<file path="src/rtl/lpm_pkg.sv">
package lpm_pkg;

    typedef enum logic [1:0] {
        PM_RUN    = 2'b00,
        PM_NAP    = 2'b01,
        PM_DEEP   = 2'b10,
        PM_SETTLE = 2'b11
    } pm_state_e;

    typedef struct packed {
        logic       deep;
        logic [2:0] code;
    } pm_cfg_t;

    localparam int         MAX_EXP  = 18;
    localparam logic [2:0] BAD_CODE = 3'b111;

    // log2 of the settle length for each delay code; illegal code falls back to the longest
    function automatic int wake_exp(input logic [2:0] code);
        case (code)
            3'd0:    return 13;
            3'd1:    return 14;
            3'd2:    return 15;
            3'd3:    return 16;
            3'd4:    return 17;
            3'd5:    return 18;
            3'd6:    return 10;
            default: return MAX_EXP;
        endcase
    endfunction

endpackage

</file>
<file path="src/rtl/lpm_cfg_reg.sv">
module lpm_cfg_reg
    import lpm_pkg::*;
(
    input  logic    clk,
    input  logic    rst,
    input  logic    we,
    input  pm_cfg_t wr,
    output pm_cfg_t q
);

    always_ff @(posedge clk) begin
        if (rst)
            q <= '0;
        else if (we)
            q <= wr;
    end


    cfg_hold_chk: assert property (@(posedge clk) disable iff (rst)
        !we |=> $stable(q));


    cfg_load_chk: assert property (@(posedge clk) disable iff (rst)
        we |=> (q == $past(wr)));

endmodule

</file>
<file path="src/rtl/lpm_delay_dec.sv">
module lpm_delay_dec
    import lpm_pkg::*;
#(
    parameter int DELAY_SHIFT = 0,
    parameter int CNT_W       = MAX_EXP - DELAY_SHIFT
) (
    input  logic [2:0]       code,
    output logic [CNT_W-1:0] load_val,
    output logic             err
);

    logic [CNT_W:0] full;
    logic [CNT_W:0] minus_one;

    always_comb begin
        full      = {{CNT_W{1'b0}}, 1'b1} << (wake_exp(code) - DELAY_SHIFT);
        minus_one = full - {{CNT_W{1'b0}}, 1'b1};
        load_val  = minus_one[CNT_W-1:0];
        err       = (code == BAD_CODE);
    end

endmodule

</file>
<file path="src/rtl/lpm_settle_cnt.sv">
module lpm_settle_cnt #(
    parameter int CNT_W = 18
) (
    input  logic             clk,
    input  logic             rst,
    input  logic             load,
    input  logic [CNT_W-1:0] load_val,
    input  logic             run,
    output logic [CNT_W-1:0] cnt,
    output logic             zero
);

    always_ff @(posedge clk) begin
        if (rst)
            cnt <= '0;
        else if (load)
            cnt <= load_val;
        else if (run && cnt != '0)
            cnt <= cnt - 1'b1;
    end

    assign zero = (cnt == '0);


    cnt_dec_chk: assert property (@(posedge clk) disable iff (rst)
        (run && !load && cnt != '0) |=> (cnt == $past(cnt) - 1'b1));


    cnt_load_chk: assert property (@(posedge clk) disable iff (rst)
        load |=> (cnt == $past(load_val)));

endmodule

</file>
<file path="src/rtl/lpm_ctrl.sv">
module lpm_ctrl
    import lpm_pkg::*;
#(
    parameter int DELAY_SHIFT = 0
) (
    input  logic       clk,
    input  logic       rst,
    input  logic       sleep_req,
    input  logic       cfg_we,
    input  logic       cfg_deep_wr,
    input  logic [2:0] cfg_code_wr,
    input  logic       ext_irq,
    output logic       cfg_deep,
    output logic [2:0] cfg_code,
    output logic       code_err,
    output logic       core_stall,
    output logic       osc_stop,
    output logic       clk_gate_off,
    output logic [1:0] pm_status
);

    localparam int CNT_W = MAX_EXP - DELAY_SHIFT;

    pm_cfg_t          cfg_q;
    pm_cfg_t          cfg_wr;
    pm_state_e        state_q, state_d;
    logic [CNT_W-1:0] load_val;
    logic [CNT_W-1:0] cnt;
    logic             cnt_zero;
    logic             cnt_load;
    logic             dec_err;

    assign cfg_wr = '{deep: cfg_deep_wr, code: cfg_code_wr};

    lpm_cfg_reg u_cfg (
        .clk (clk),
        .rst (rst),
        .we  (cfg_we),
        .wr  (cfg_wr),
        .q   (cfg_q)
    );

    lpm_delay_dec #(.DELAY_SHIFT(DELAY_SHIFT), .CNT_W(CNT_W)) u_dec (
        .code     (cfg_q.code),
        .load_val (load_val),
        .err      (dec_err)
    );

    lpm_settle_cnt #(.CNT_W(CNT_W)) u_cnt (
        .clk      (clk),
        .rst      (rst),
        .load     (cnt_load),
        .load_val (load_val),
        .run      (state_q == PM_SETTLE),
        .cnt      (cnt),
        .zero     (cnt_zero)
    );

    always_comb begin
        state_d  = state_q;
        cnt_load = 1'b0;
        case (state_q)
            PM_RUN:    if (sleep_req) state_d = cfg_q.deep ? PM_DEEP : PM_NAP;
            PM_NAP:    if (ext_irq)   state_d = PM_RUN;
            PM_DEEP:   if (ext_irq) begin
                           state_d  = PM_SETTLE;
                           cnt_load = 1'b1;
                       end
            PM_SETTLE: if (cnt_zero)  state_d = PM_RUN;
            default:   state_d = PM_RUN;
        endcase
    end

    always_ff @(posedge clk) begin
        if (rst)
            state_q <= PM_RUN;
        else
            state_q <= state_d;
    end

    assign cfg_deep     = cfg_q.deep;
    assign cfg_code     = cfg_q.code;
    assign code_err     = dec_err;
    assign core_stall   = (state_q != PM_RUN);
    assign osc_stop     = (state_q == PM_DEEP);
    assign clk_gate_off = (state_q == PM_DEEP);
    assign pm_status    = state_q;


    nap_entry_chk: assert property (@(posedge clk) disable iff (rst)
        (state_q == PM_RUN && sleep_req && !cfg_deep) |=> (pm_status == 2'b01 && !osc_stop));


    deep_entry_chk: assert property (@(posedge clk) disable iff (rst)
        (state_q == PM_RUN && sleep_req && cfg_deep) |=> (osc_stop && clk_gate_off));


    nap_wake_chk: assert property (@(posedge clk) disable iff (rst)
        (state_q == PM_NAP && ext_irq) |=> (pm_status == 2'b00));


    deep_wake_chk: assert property (@(posedge clk) disable iff (rst)
        (state_q == PM_DEEP && ext_irq) |=> (pm_status == 2'b11 && !osc_stop && !clk_gate_off));


    bad_code_len_chk: assert property (@(posedge clk) disable iff (rst)
        (state_q == PM_DEEP && ext_irq && cfg_code == BAD_CODE) |=> (cnt == {CNT_W{1'b1}}));


    settle_exit_chk: assert property (@(posedge clk) disable iff (rst)
        (state_q == PM_SETTLE && cnt != '0) |=> (pm_status == 2'b11));


    run_irq_ignore_chk: assert property (@(posedge clk) disable iff (rst)
        (state_q == PM_RUN && !sleep_req) |=> (pm_status == 2'b00));

endmodule

</file>
<file path="config.mk">
export PLATFORM = sky130hd
export DESIGN_NAME = lpm_ctrl
export DESIGN_NICKNAME = d
export VERILOG_FILES = /design/src/rtl/lpm_pkg.sv /design/src/rtl/lpm_cfg_reg.sv /design/src/rtl/lpm_delay_dec.sv /design/src/rtl/lpm_settle_cnt.sv /design/src/rtl/lpm_ctrl.sv
export SDC_FILE = /design/constraint.sdc
export NUM_CORES = 1
export LEC_CHECK = 0
export BUFFER_PORTS_ARGS = -buffer_cell sky130_fd_sc_hd__buf_2
export CORE_MARGIN = 2
export CORE_UTILIZATION = 40
export CTS_CLUSTER_DIAMETER = 120
export DETAILED_ROUTE_END_ITERATION = 7
export PLACE_DENSITY = 0.6
export SETUP_SLACK_MARGIN = 0.5
export SYNTH_ARGS = -nofsm -noshare
export SYNTH_HDL_FRONTEND = slang
export SYNTH_SLANG_ARGS = --single-unit
</file>
<file path="constraint.sdc">
create_clock -name clk -period 3 [get_ports clk]
set_clock_uncertainty 0.1 [all_clocks]
set_input_delay 0.15 -clock clk [delete_from_list [all_inputs] [get_ports clk]]
set_output_delay 0.15 -clock clk [all_outputs]
set_load 0.01 [all_outputs]
</file>
==> results by stage, run 1 <==
Outcome:
- The flow ran to the end, and the final reports show no timing, DRC or antenna violations.

Final layout:
- The growth of design area from synthesis to finish is 12.8%.
- The multi-input combinational cells in the finished layout cover a total of 867 um^2.
- The register area is 480 um^2.
- In the layout the commonest cells are dfxtp_1, nor2_1, buf_2.
- The diode insertion count for antenna repair is 0.
- The filler cell count in the final layout is 353.
- The total number of nets in the final design is 200.
- Leaving out filler cells and counting taps, the final layout contains 234.
- The share of cells above drive strength 1 is 0.218.
- The most common library cell in the layout ignoring fill and taps is dfxtp_1.

Critical path:
- Along the worst path, the maximum fanout reaches 13.
- The worst register-to-register path begins at u_cnt.cnt[2].
- For the worst setup path, the data arrival time is 2.47 ns.
- The worst setup path is launched from a flip-flop.
- The critical path data required time is 3.09 ns.
- The number of cells on the worst reg-to-reg path is 6.
- STA classifies the critical path endpoint as a flip-flop.
- The setup check on the worst reg-to-reg path leaves a slack of 0.62 ns.
- By startpoint and endpoint, the worst setup path is classified as reg2reg.
- In this run the critical register-to-register path is captured at u_cnt.cnt[4].

Yosys:
- The count of cell types in the netlist is 48.
- The share of synthesized cell area in full adder, half adder and majority cells is 0.00883.
- The post-synthesis average cell area is 8.15 um^2.
- The commonest register cell after synthesis is dfxtp_1.
- Of the post-synthesis cell area, the dominant cell type holds 0.339.
- The synthesized design spends more area on one cell type than any other, namely dfxtp_1.
- The synthesized netlist occupies a cell area of 1420 um^2.
- The proportion of synthesized flip-flops having asynchronous set or reset is 0.
- The synthesized design contains 24 register bits.
- The largest family of logic cells by synthesized area is simple AND/OR/NAND/NOR gates.
- The number of synthesized flops with an enable pin is 0.
- The sequential share of the synthesized area is 0.339.
- The area fraction in and, or, nand and nor cells after synthesis is 0.283.
- The Yosys step of the flow raised 0 warnings.
- The fraction of synthesized cell area in xor and xnor cells is 0.0680.
- Synthesis produced a netlist whose cell count is 174.
- The portion of synthesized area spent on multiplexers is 0.0362.
- Sorting the synthesized cells by area gives the leading types as dfxtp_1, nor2_1, xnor2_1, a21oi_1, nor3_1.
- Counting every net in the synthesized netlist gives 184.
- The fraction of the mapped netlist area in compound gates is 0.208.

Power:
- For this design the static power due to leakage is 0.632 nW.
- The logic gate share of total power is 0.245.
- The internal cell power is 455 uW.
- The switching share of power is 0.313.
- After layout, the design draws a total of 662 uW.
- The sequential power share is 0.536.
- The maximum ir drop on the vdd rail is 210 uV.
- The power per unit of standard cell area is 414 nW/um^2.
- The part of the total power dissipated in the clock network is 0.219.
- The switching power is 207 uW.

CTS:
- The clock slew seen by the registers of the worst setup and hold paths is 0.14 ns.
- In this run, CTS created clock tree buffers numbering 3.
- TritonCTS built the clock tree.
- In this run the number of H-tree levels came out at 1.
- The clock drives 24 sinks.
- The root buffer cell chosen for the clock tree is clkbuf_4.
- The buffer levels on the longest clock path is 2.
- The clock network latency to the later pin of the worst-skew pair is 0.31 ns.

Detailed routing:
- The detail route stage leaves a number of antenna-violating nets equal to 0.
- The detailed-router iteration count before antenna repair is 4.
- The post-detailed-route DRC marker count is 0.
- Summed over all layers, the routed wires come to 3180 um.
- The detailed router placed 1287 vias in this run.
- The violation count after the first detailed-route iteration is 36.
- Dividing the detail-routed via count by the number of cells gives 5.50.
- The average wire per standard cell is 13.6 um.

Timing:
- The minimum clock period is 2.38 ns.
- The number of endpoints with negative hold slack in the final report is 0.
- For the final routed database, the setup TNS stands at 0 ns.
- Measured against its own limit, the worst slew margin works out to 0.648.
- The transition time at the pin with the least slew margin is 0.523 ns.
- Setup violations remaining at the end of the flow were counted as 0.
- The number of max-slew violations in the final report is 0.
- The highest clock rate is 0.421 GHz.
- Setup repair after global routing left no endpoint under its margin.
- In the finished design, the share of the clock period the worst path needs comes to 0.792.

Floorplanning:
- The initial utilization of the core area, before any placement, comes to 0.422.
- The horizontal die dimension is 63.5 um.
- The die footprint is 4040 um^2.
- The height of the die is 63.5 um.
- Pin placement for this block handled 19 I/O pins.
- The area of the core is 3360 um^2.
- The floorplan has 21 rows.

GRT:
- Entering global routing, the biggest net connects 28 pins.
- The global-route wire length before repair is 5580 um.
- The global router's overall resource usage is 0.170.
- The number of global-route vias before repair was 1193.
- The initial antenna violation count is 0.
- Summed over all layers, the global routing overflow is 0.

Place:
- At the end of routability-driven placement, the weighted congestion stood at 0.859.
- The number of placed cells counting well taps is 224.
- The count of port buffers added during placement is 18.
- The placed wire-length estimate is 2220 um.

Hold path:
- The class of the tightest hold or removal check is in2reg.
- The worst hold path terminates at pm_status[0].
- The worst hold path was traced through 3 stages.
- The hold path startpoint is sleep_req.

Job:
- Max-cap violations in this run came to 0.
synth_stat cells, drive strengths merged (2+ instances only):
| library cell | number |
|---|---|
| o311ai | 2 |
| clkbuf | 12 |
| nor4 | 6 |
| buf | 4 |
| a211oi | 4 |
| nor2 | 22 |
| nor4b | 2 |
| nand2b | 4 |
| xor2 | 4 |
| nor3 | 11 |
| a21oi | 12 |
| o21ai | 9 |
| or4 | 3 |
| nand2 | 11 |
| or3 | 2 |
| a31oi | 3 |
| o22ai | 2 |
| a22oi | 2 |
| xnor2 | 7 |
| a221oi | 2 |
| nand3b | 3 |
| nand4 | 2 |
| mux2i | 4 |
| nand3 | 2 |
| a21o | 2 |
| dfxtp | 24 |
metrics by stage:
| step | hold WS [ns] | area, um^2 | worst slack [ns] | utilization |
|---|---|---|---|---|
| after global routing | 0.0262 | 1600 | 0.502 | 0.475 |
| after detailed placement | 0.295 | 1500 | 0.494 | 0.447 |
| after CTS | 0.0322 | 1570 | 0.506 | 0.468 |
| final | 0.0454 | 1600 | 0.624 | 0.475 |
| after global placement | 0.281 | 1500 | 0.574 | 0.447 |
| after floorplan | 0.197 | 1420 | 0.513 | - |
cells by family (layout without fill, tap and decap cells):
group / Yosys count / count (layout)
and+or+nand+nor: 73 / 73
AOI/OAI and AO/OA: 43 / 43
DFF: 24 / 24
buffers and inverters: 17 / 31
xor gates and xnor gates: 11 / 11
muxes: 5 / 5
adders and majority gates: 1 / 1
worst max-delay path by stage:
stage               slack [ns]  cells after the start          from             to
floorplan                 0.51                     11  pm_status[1]  u_cnt.cnt[10]
global placement          0.57                      6  u_cnt.cnt[2]   u_cnt.cnt[4]
finish                    0.62                      6  u_cnt.cnt[2]   u_cnt.cnt[4]
global route              0.50                      6  u_cnt.cnt[8]   u_cnt.cnt[3]
CTS                       0.51                      7  pm_status[1]  u_cnt.cnt[10]
detailed placement        0.49                      6  u_cnt.cnt[2]   u_cnt.cnt[4]
area by class of cell:
cell class / instances / area share
Clock buffer: 3 / 0.0141
Inverter: 1 / 0.00235
Multi-Input combinational cell: 133 / 0.542
Sequential cell: 24 / 0.300
Tap cell: 46 / 0.0360
Timing Repair Buffer: 27 / 0.105
registers in the layout (all words and copies together) (netlist names):
name       flops
pm_status      2
u_cfg.q        4
u_cnt.cnt     18
critical path: stages, from the launching register on:
cell,delay [ns]
dfxtp_1,0.37
or4_4,0.59
or3_4,0.38
o21ai_4,0.35
o21ai_2,0.10
a221oi_1,0.30
nor2_1,0.06
power groups by stage:
stage	combinational, mW	sequential (mW)	clock (mW)
6_report	0.162	0.355	0.145
5_1_grt	0.181	0.359	0.168
4_1_cts	0.161	0.355	0.153
3_5_place_dp	0.153	0.362	0
3_3_place_gp	0.151	0.361	0
2_1_floorplan	0.126	0.355	0
routing by layer:
metal | global-route usage | vias to the layer above | wire length (um)
li1 | - | 658 | -
met1 | 0.237 | 606 | 1600
met2 | 0.274 | 21 | 1480
met3 | 0.0268 | 2 | 87
met4 | 0.0408 | 0 | 20
met5 | 0 | - | 0
what timing repair did:
| action | 4_1_cts | 5_1_grt |
|---|---|---|
| pin swaps | 0 | 1 |
| hold buffers | 4 | 0 |
| setup buffers | 0 | 3 |
| endpoints found under the hold margin | 4 | 0 |
| gates resized for setup | 1 | 1 |
| endpoints found under the setup margin | 2 | 4 |
Power figures use the tool's default switching activity.
==> run 2: changes to the inputs <==
==> constraint.sdc (replaced) <==
create_clock -name clk -period 2.2 [get_ports clk]
set_clock_uncertainty 0.1 [all_clocks]
set_input_delay 0.11 -clock clk [delete_from_list [all_inputs] [get_ports clk]]
set_output_delay 0.11 -clock clk [all_outputs]
set_load 0.01 [all_outputs]
==> run 2 against run 1 <==
Effect of this change: global-route usage is 1.0 points higher; wire length is 18% higher; the flow now finishes with violations (setup timing); critical path depth is 1 higher; worst hold slack worse by 0.034 ns.
==> results by stage, run 2 (synthesis results as in run 1) <==
Outcome:
- Run status: complete, but fails checks (was finished, final reports clean).
- The checks that failed: setup timing.

GRT:
- The global router's overall resource usage is 0.180 (was 0.170).
- The initial antenna violation count is 0 (unchanged).
- The pin count of the biggest net entering global routing was 28 (unchanged).
- The number of global-route vias before repair is 1329 (was 1193).
- The global-route wire length before repair came to 5920 um (was 5580 um).
- The total congestion overflow is 0 (unchanged).

CTS:
- The clock slew seen by the registers of the worst setup and hold paths is 0.14 ns (about the same).
- The buffer levels on the longest clock path came to 2 (unchanged).
- The depth of the CTS H-tree came to 1 (unchanged).
- The total CTS buffers is 3 (unchanged).
- The number of sinks on the clock net came to 24 (unchanged).
- The root buffer cell was clkbuf_4 (unchanged).
- The TritonCTS clock tree is done (unchanged).
- The clock network latency to the later pin of the worst-skew pair is 0.32 ns (was 0.31 ns).

Timing:
- The minimum clock period is 2.24 ns (was 2.38 ns).
- The number of max-slew violations in the final report was 0 (unchanged).
- The final critical-path setup slack is -0.0448 ns (was 0.624 ns).
- The number of endpoints with negative hold slack in the final report is 0 (unchanged).
- The highest clock rate is 0.445 GHz (was 0.421 GHz).
- The final period utilization was 1.02 (was 0.792).
- The worst hold margin came to 0.0113 ns (was 0.0454 ns).
- The worst max-slew margin expressed relative to the limit is 0.650 (was 0.648).
- Unrepaired setup endpoints after global routing: yes (was no).
- The total negative setup slack came to -0.0618 ns (was 0 ns).
- The final count of negative-setup-slack endpoints is 2 (was 0).
- The transition time at the pin with the least slew margin came to 0.524 ns (was 0.523 ns).

Place:
- The placed wire-length estimate came to 2430 um (was 2220 um).
- The post-placement setup slack came to -0.0393 ns (was 0.494 ns).
- The final RePlAce weighted congestion came to 0.876 (was 0.859).
- The number of placed cells counting well taps is 240 (was 224).
- The count of port buffers added during placement was 18 (unchanged).
- The cell area reported after detailed placement is 1690 um^2 (was 1500 um^2).

Power:
- The power per unit of standard cell area is 555 nW/um^2 (was 414 nW/um^2).
- The switching power came to 348 uW (was 207 uW).
- The sequential power share is 0.445 (was 0.536).
- The static leakage is 0.785 nW (was 0.632 nW).
- The internal cell power is 734 uW (was 455 uW).
- The final total power is 1.08 mW (was 662 uW).
- The part of the total power dissipated in the clock network is 0.228 (was 0.219).
- The logic gate share of total power is 0.327 (was 0.245).
- The switching share of power is 0.322 (was 0.313).
- The maximum ir drop on the vdd rail was 276 uV (was 210 uV).

Floorplanning:
- The die footprint is 4040 um^2 (unchanged).
- The starting density of the core is 0.422 (unchanged).
- The horizontal die dimension is 63.5 um (unchanged).
- The area of the core is 3360 um^2 (unchanged).
- The I/O pin count is 19 (unchanged).
- The height of the die is 63.5 um (unchanged).
- The floorplan row count is 21 (unchanged).

Critical path:
- The total number of cells along the worst setup path was 7 (was 6).
- The category of the most critical setup path is reg2reg (unchanged).
- Crit path cell chain: or4_4 > buf_6 > nor3_4 > nand3_2 > or4_4 > xor2_1 > a211oi_2 (was or4_4 > or3_4 > o21ai_4 > o21ai_2 > a221oi_1 > nor2_1).
- The maximum net fanout on the critical path is 3 (was 13).
- The kind of end point of the critical path is a flip-flop (unchanged).
- The sort of element at the start of the critical path is a flip-flop (unchanged).
- The cell with the largest stage delay on the worst path is or4_4 (unchanged).
- The timing endpoint of the critical path was u_cnt.cnt[10] (was u_cnt.cnt[4]).
- The critical path data required time came to 2.36 ns (was 3.09 ns).
- The worst stage delay on the critical path came to 0.55 ns (was 0.59 ns).
- The data arrival time at the worst-slack endpoint is 2.41 ns (was 2.47 ns).
- The kind of cell adding the most delay to the critical path was simple AND/OR/NAND/NOR gates (unchanged).
- The number of cells on the worst reg-to-reg path is 7 (was 6).
- The worst setup slack for register-to-register paths was -0.04 ns (was 0.62 ns).
- The first element of the critical path was u_cnt.cnt[5] (was u_cnt.cnt[2]).
- The dominant cell type by count on the critical path is or4_4.
- The capture instance of the worst register-to-register path is u_cnt.cnt[10] (was u_cnt.cnt[4]).
- The count of buffer and inverter cells on the critical path came to 1 (was 0).
- The launch instance of the worst register-to-register path was u_cnt.cnt[5] (was u_cnt.cnt[2]).

Final layout:
- The number of flip-flops in the largest register is 18 (unchanged).
- The growth of design area from synthesis to finish is 37.4% (was 12.8%).
- The total number of nets in the final design is 222 (was 200).
- The post-route cell area is 1950 um^2 (was 1600 um^2).
- The final core utilization is 0.579 (was 0.475).
- The most common library cell in the layout ignoring fill and taps is nor2_1 (was dfxtp_1).
- The diode insertion count for antenna repair is 0 (unchanged).
- The number of standard cells in the layout, taps in and fillers out is 257 (was 234).
- The share of cells above drive strength 1 is 0.403 (was 0.218).
- The register containing the most flip-flops in the final layout is u_cnt.cnt (unchanged).
- Most frequent cells in the layout: nor2_1, dfxtp_1, buf_2, buf_4, a21oi_1 (was dfxtp_1, nor2_1, buf_2).

Hold path:
- The class of the tightest hold or removal check is in2reg (unchanged).

Detailed routing:
- The post-detailed-route DRC marker count is 0 (unchanged).
- The detailed-router iteration count before antenna repair is 4 (unchanged).
- The total wirelength of the detailed-routed design came to 3770 um (was 3180 um).
- The routed via count divided by cell count came to 5.62 (was 5.50).
- The number of antenna-violating nets in the routed design was 0 (unchanged).
- The violation count after the first detailed-route iteration came to 103 (was 36).
- The average wire per standard cell is 14.7 um (was 13.6 um).
- The overall via count from detail_route is 1444 (was 1287).

Job:
- The number of max-cap violations is 0 (unchanged).
## run 2: per-layer routing
metal	part of all wire	global-route usage	vias up
li1	-	-	709
met1	0.47	0.254	700
met2	0.50	0.286	29
met3	0.027	0.0161	6
met4	0.010	0.0652	0
met5	0	0	-
## run 2: how the worst min path moves through the flow
stage | start | end | slack [ns] | cells after the start
floorplan | cfg_code_wr[0] | u_cfg.q[0] | 0.16 | 2
global placement | cfg_code_wr[1] | u_cfg.q[1] | 0.25 | 3
detailed placement | cfg_code_wr[1] | u_cfg.q[1] | 0.26 | 3
CTS | cfg_we | u_cfg.q[1] | 0.007 | 3
global route | cfg_we | u_cfg.q[3] | 0.02 | 3
finish | cfg_we | u_cfg.q[1] | 0.01 | 3
## run 2: power by group through the flow
stage	clock (mW)	sequential (mW)	combinational, mW
2_1_floorplan	0	0.485	0.199
3_3_place_gp	0	0.488	0.273
6_report	0.247	0.482	0.353
4_1_cts	0.253	0.480	0.303
3_5_place_dp	0	0.489	0.277
5_1_grt	0.268	0.486	0.381
## run 2: repair_timing
action                                 CTS  global route
gates resized for setup                 10            18
pin swaps                                6             8
endpoints found under the hold margin    4             0
setup buffers                            4             4
hold buffers                             4             0
setup endpoints to repair               20            20
cloned                                   0             1
## run 2: tightest hold or removal path: stages
cell and delay [ns]:
buf_2 0.14, mux2i_1 0.08, nor2_1 0.07
## run 2: final cells by class
class	count	area, um^2
fill	344	1420
timing repair buffer	48	355
tap	46	57.6
inverter	1	6.26
multi-input combinational	134	1010
clock buffer	4	36.3
sequential	24	485
==> run 3: changes to the inputs <==
--- a/config.mk
+++ b/config.mk
@@ -5,12 +5,13 @@
 export SDC_FILE = /design/constraint.sdc
 export NUM_CORES = 1
 export LEC_CHECK = 0
+export ABC_AREA = 1
 export BUFFER_PORTS_ARGS = -buffer_cell sky130_fd_sc_hd__buf_2
 export CORE_MARGIN = 2
 export CORE_UTILIZATION = 40
 export CTS_CLUSTER_DIAMETER = 120
 export DETAILED_ROUTE_END_ITERATION = 7
-export PLACE_DENSITY = 0.6
+export PLACE_DENSITY = 0.59
 export SETUP_SLACK_MARGIN = 0.5
 export SYNTH_ARGS = -nofsm -noshare
 export SYNTH_HDL_FRONTEND = slang
==> run 3 against run 2 <==
Effect of this change: the run now ends clean; critical endpoint is now u_cnt.cnt[16]; first-iteration DRC count shrank 43%; synthesized cell count is 47% higher; highest routed layer unchanged; cell area grew 5.3%; sequential power up 4.8%.
==> results by stage, run 3 <==
Yosys:
- The share of the synthesized area in the top cell type is 0.294 (was 0.339).
- The sequential share of the synthesized area is 0.294 (was 0.339).
- The commonest register cell after synthesis is dfxtp_1 (unchanged).
- The post-synthesis average cell area is 6.38 um^2 (was 8.15 um^2).
- The post-synthesis instance area is 1630 um^2 (was 1420 um^2).
- The leading area contributor after synthesis is dfxtp_1 (unchanged).
- Area contributors post-synth: dfxtp_1, nand2_1, inv_1, nand3_1, nor2_1 (was dfxtp_1, nor2_1, xnor2_1, a21oi_1, nor3_1).
- The number of warnings issued by yosys is 0 (unchanged).
- The number of synthesized flops with an enable pin is 0 (unchanged).
- The proportion of synthesized flip-flops having asynchronous set or reset is 0 (unchanged).
- The number of nets in the synthesized netlist is 266 (was 184).
- The count of cell types in the netlist is 31 (was 48).
- The most frequent cell after synthesis is nand2_1 (was dfxtp_1).
- The synthesis-stage register bit count is 24 (unchanged).
- The synthesized instance count is 256 (was 174).
- List of most frequent post-synthesis cells: nand2_1, inv_1, nor2_1 (was dfxtp_1, nor2_1, a21oi_1, clkbuf_1, nand2_1).

Critical path:
- The number of cells on the worst reg-to-reg path is 10 (was 7).
- The worst setup slack for register-to-register paths was 0.48 ns (was -0.04 ns).
- The critical path data required time came to 2.31 ns (was 2.36 ns).
- The first element of the critical path is pm_status[0] (was u_cnt.cnt[5]).
- The category of the most critical setup path is reg2reg (unchanged).
- The capture instance of the worst register-to-register path is u_cnt.cnt[16] (was u_cnt.cnt[10]).
- The launch instance of the worst register-to-register path is pm_status[0] (was u_cnt.cnt[5]).
- The maximum net fanout on the critical path came to 8 (was 3).
- The kind of end point of the critical path is a flip-flop (unchanged).
- The data arrival time at the worst-slack endpoint came to 1.82 ns (was 2.41 ns).
- The sort of element at the start of the critical path is a flip-flop (unchanged).
- The timing endpoint of the critical path is u_cnt.cnt[16] (was u_cnt.cnt[10]).

Final layout:
- The area used by multi-input combinational logic is 1030 um^2 (was 1010 um^2).
- The most common library cell in the layout ignoring fill and taps is nand2_1 (was nor2_1).
- The register containing the most flip-flops in the final layout is u_cnt.cnt (unchanged).
- The growth of design area from synthesis to finish was 25.6% (was 37.4%).
- The number of flip-flops in the largest register is 18 (unchanged).
- The post-route cell area is 2050 um^2 (was 1950 um^2).
- The filler cell count in the final layout is 392 (was 344).
- The register area was 497 um^2 (was 485 um^2).
- The share of cells above drive strength 1 is 0.278 (was 0.403).
- The number of standard cells in the layout, taps in and fillers out came to 341 (was 257).
- The total number of nets in the final design came to 302 (was 222).
- Most frequent cells in the layout: nand2_1, inv_1, nor2_1 (was nor2_1, dfxtp_1, buf_2, buf_4, a21oi_1).
- The diode insertion count for antenna repair is 0 (unchanged).

Timing:
- The highest clock rate is 0.583 GHz (was 0.445 GHz).
- The number of endpoints with negative hold slack in the final report came to 0 (unchanged).
- The worst max-slew margin expressed relative to the limit was 0.595 (was 0.650).
- The total negative setup slack is 0 ns (was -0.0618 ns).
- The number of max-slew violations in the final report came to 0 (unchanged).
- The transition time at the pin with the least slew margin is 0.607 ns (was 0.524 ns).
- The worst hold margin is 0.0207 ns (was 0.0113 ns).
- The minimum clock period was 1.72 ns (was 2.24 ns).
- Unrepaired setup endpoints after global routing: yes (unchanged).
- The final period utilization is 0.780 (was 1.02).
- The final count of negative-setup-slack endpoints is 0 (was 2).

GRT:
- The initial antenna violation count is 0 (unchanged).
- The global router's overall resource usage is 0.188 (was 0.180).
- The total congestion overflow is 0 (unchanged).
- The number of global-route vias before repair is 1451 (was 1329).
- The global-route wire length before repair came to 6590 um (was 5920 um).
- The pin count of the biggest net entering global routing is 19 (was 28).

CTS:
- The root buffer cell is clkbuf_8 (was clkbuf_4).
- The buffer levels on the longest clock path is 2 (unchanged).
- The depth of the CTS H-tree was 1 (unchanged).
- The number of sinks on the clock net is 24 (unchanged).
- The clock network latency to the later pin of the worst-skew pair is 0.27 ns (was 0.32 ns).
- The total CTS buffers was 3 (unchanged).
- The clock slew seen by the registers of the worst setup and hold paths is 0.09 ns (was 0.14 ns).
- The TritonCTS clock tree is done (unchanged).

Outcome:
- Run status: finished, final reports clean (was complete, but fails checks).

Floorplanning:
- The area of the core is 3970 um^2 (was 3360 um^2).
- The horizontal die dimension was 67.9 um (was 63.5 um).
- The floorplan row count was 23 (was 21).
- The die footprint is 4610 um^2 (was 4040 um^2).
- The height of the die is 67.9 um (was 63.5 um).
- The I/O pin count is 19 (unchanged).
- The starting density of the core is 0.411 (was 0.422).

Detailed routing:
- The routed via count divided by cell count is 4.77 (was 5.62).
- The violation count after the first detailed-route iteration is 59 (was 103).
- The total wirelength of the detailed-routed design is 3950 um (was 3770 um).
- The overall via count from detail_route is 1627 (was 1444).
- The average wire per standard cell is 11.6 um (was 14.7 um).
- The post-detailed-route DRC marker count is 0 (unchanged).
- The detailed-router iteration count before antenna repair is 4 (unchanged).
- The number of antenna-violating nets in the routed design is 0 (unchanged).

Power:
- The static leakage is 1.07 nW (was 0.785 nW).
- The internal cell power is 828 uW (was 734 uW).
- The part of the total power dissipated in the clock network was 0.208 (was 0.228).
- The logic gate share of total power is 0.412 (was 0.327).
- The power per unit of standard cell area is 648 nW/um^2 (was 555 nW/um^2).
- The sequential power share is 0.380 (was 0.445).
- The final total power is 1.33 mW (was 1.08 mW).
- The switching power is 500 uW (was 348 uW).
- The maximum ir drop on the vdd rail is 249 uV (was 276 uV).
- The switching share of power came to 0.377 (was 0.322).

Place:
- The number of placed cells counting well taps is 321 (was 240).
- The count of port buffers added during placement is 18 (unchanged).
- The cell area reported after detailed placement came to 1770 um^2 (was 1690 um^2).
- The final RePlAce weighted congestion is 0.897 (was 0.876).
- The placed wire-length estimate is 2700 um (was 2430 um).

Hold path:
- The class of the tightest hold or removal check is in2reg (unchanged).
- The hold path startpoint is cfg_code_wr[2] (was cfg_we).

Job:
- The number of max-cap violations is 0 (unchanged).
run 3: cell count changes after synthesis, moves of 5 or more:
| cell | before | now |
|---|---|---|
| clkbuf_1 | 12 | 0 |
| inv_1 | 1 | 36 |
| nand2_1 | 11 | 63 |
| nand2_2 | 0 | 9 |
| nand3_1 | 2 | 25 |
| nor2_1 | 22 | 30 |
| nor3_1 | 10 | 5 |
| o21ai_0 | 7 | 16 |
| xnor2_1 | 7 | 0 |
run 3: area by class of cell:
cell class / count / share of cell area
sequential: 24 / 0.242
multi-input combinational: 188 / 0.503
clock buffer: 4 / 0.0220
timing repair buffer: 37 / 0.130
tap: 50 / 0.0305
inverter: 38 / 0.0720
run 3: logic make-up after synthesis:
logic type                 synth area share
and+or+nand+nor                       0.411
adders and majority gates           0.00766
buffers and inverters                 0.141
AOI/OAI and AO/OA                     0.135
xor gates and xnor gates             0.0107
DFF                                   0.294
run 3: routing by layer:
layer | vias to the layer above | GRT usage | wire length (um)
met5 | - | 0 | 0
met4 | 0 | 0.0550 | 23
met3 | 2 | 0.0197 | 141
met2 | 36 | 0.305 | 1850
met1 | 702 | 0.263 | 1930
li1 | 887 | - | -
run 3: timing repair:
action | in CTS | in global routing
setup buffers | 3 | 7
gates cloned | 2 | 0
hold buffers | 4 | 0
setup endpoints to repair | 15 | 15
pin swaps | 4 | 6
hold endpoints to repair | 5 | 0
gates resized for setup | 10 | 19
run 3: power by group through the flow:
stage	Sequential [mW]	Clock (mW)	Combinational, mW
after floorplan	0.509	0	0.388
after global placement	0.512	0	0.458
after detailed placement	0.513	0	0.457
after CTS	0.503	0.283	0.506
final	0.505	0.276	0.547
after global routing	0.511	0.304	0.612
run 3: worst max-delay path, cell delays in order, from the launching register on:
cell and delay [ns]:
dfxtp_4 0.37, inv_6 0.08, nand3_4 0.16, buf_6 0.20, o21ai_4 0.18, nand3_1 0.09
nor2_1 0.17, nand3_1 0.11, nand2_1 0.08, nor2_1 0.05, nor2_1 0.08
run 3: worst min-delay path by stage:
stage / end / slack, ns / depth (start not counted)
detailed placement: u_cfg.q[3] / 0.25 / 3
global placement: u_cfg.q[3] / 0.24 / 3
global route: u_cfg.q[2] / 0.03 / 3
floorplan: u_cnt.cnt[0] / 0.08 / 1
finish: u_cfg.q[2] / 0.02 / 3
CTS: u_cfg.q[1] / 0.02 / 3
run 3: per-stage QoR:
step / worst slack (ns) / utilization
2_1_floorplan: 0.255 / -
3_5_place_dp: 0.240 / 0.446
6_report: 0.483 / 0.516
4_1_cts: 0.500 / 0.490
5_1_grt: 0.349 / 0.516
3_3_place_gp: 0.244 / 0.446
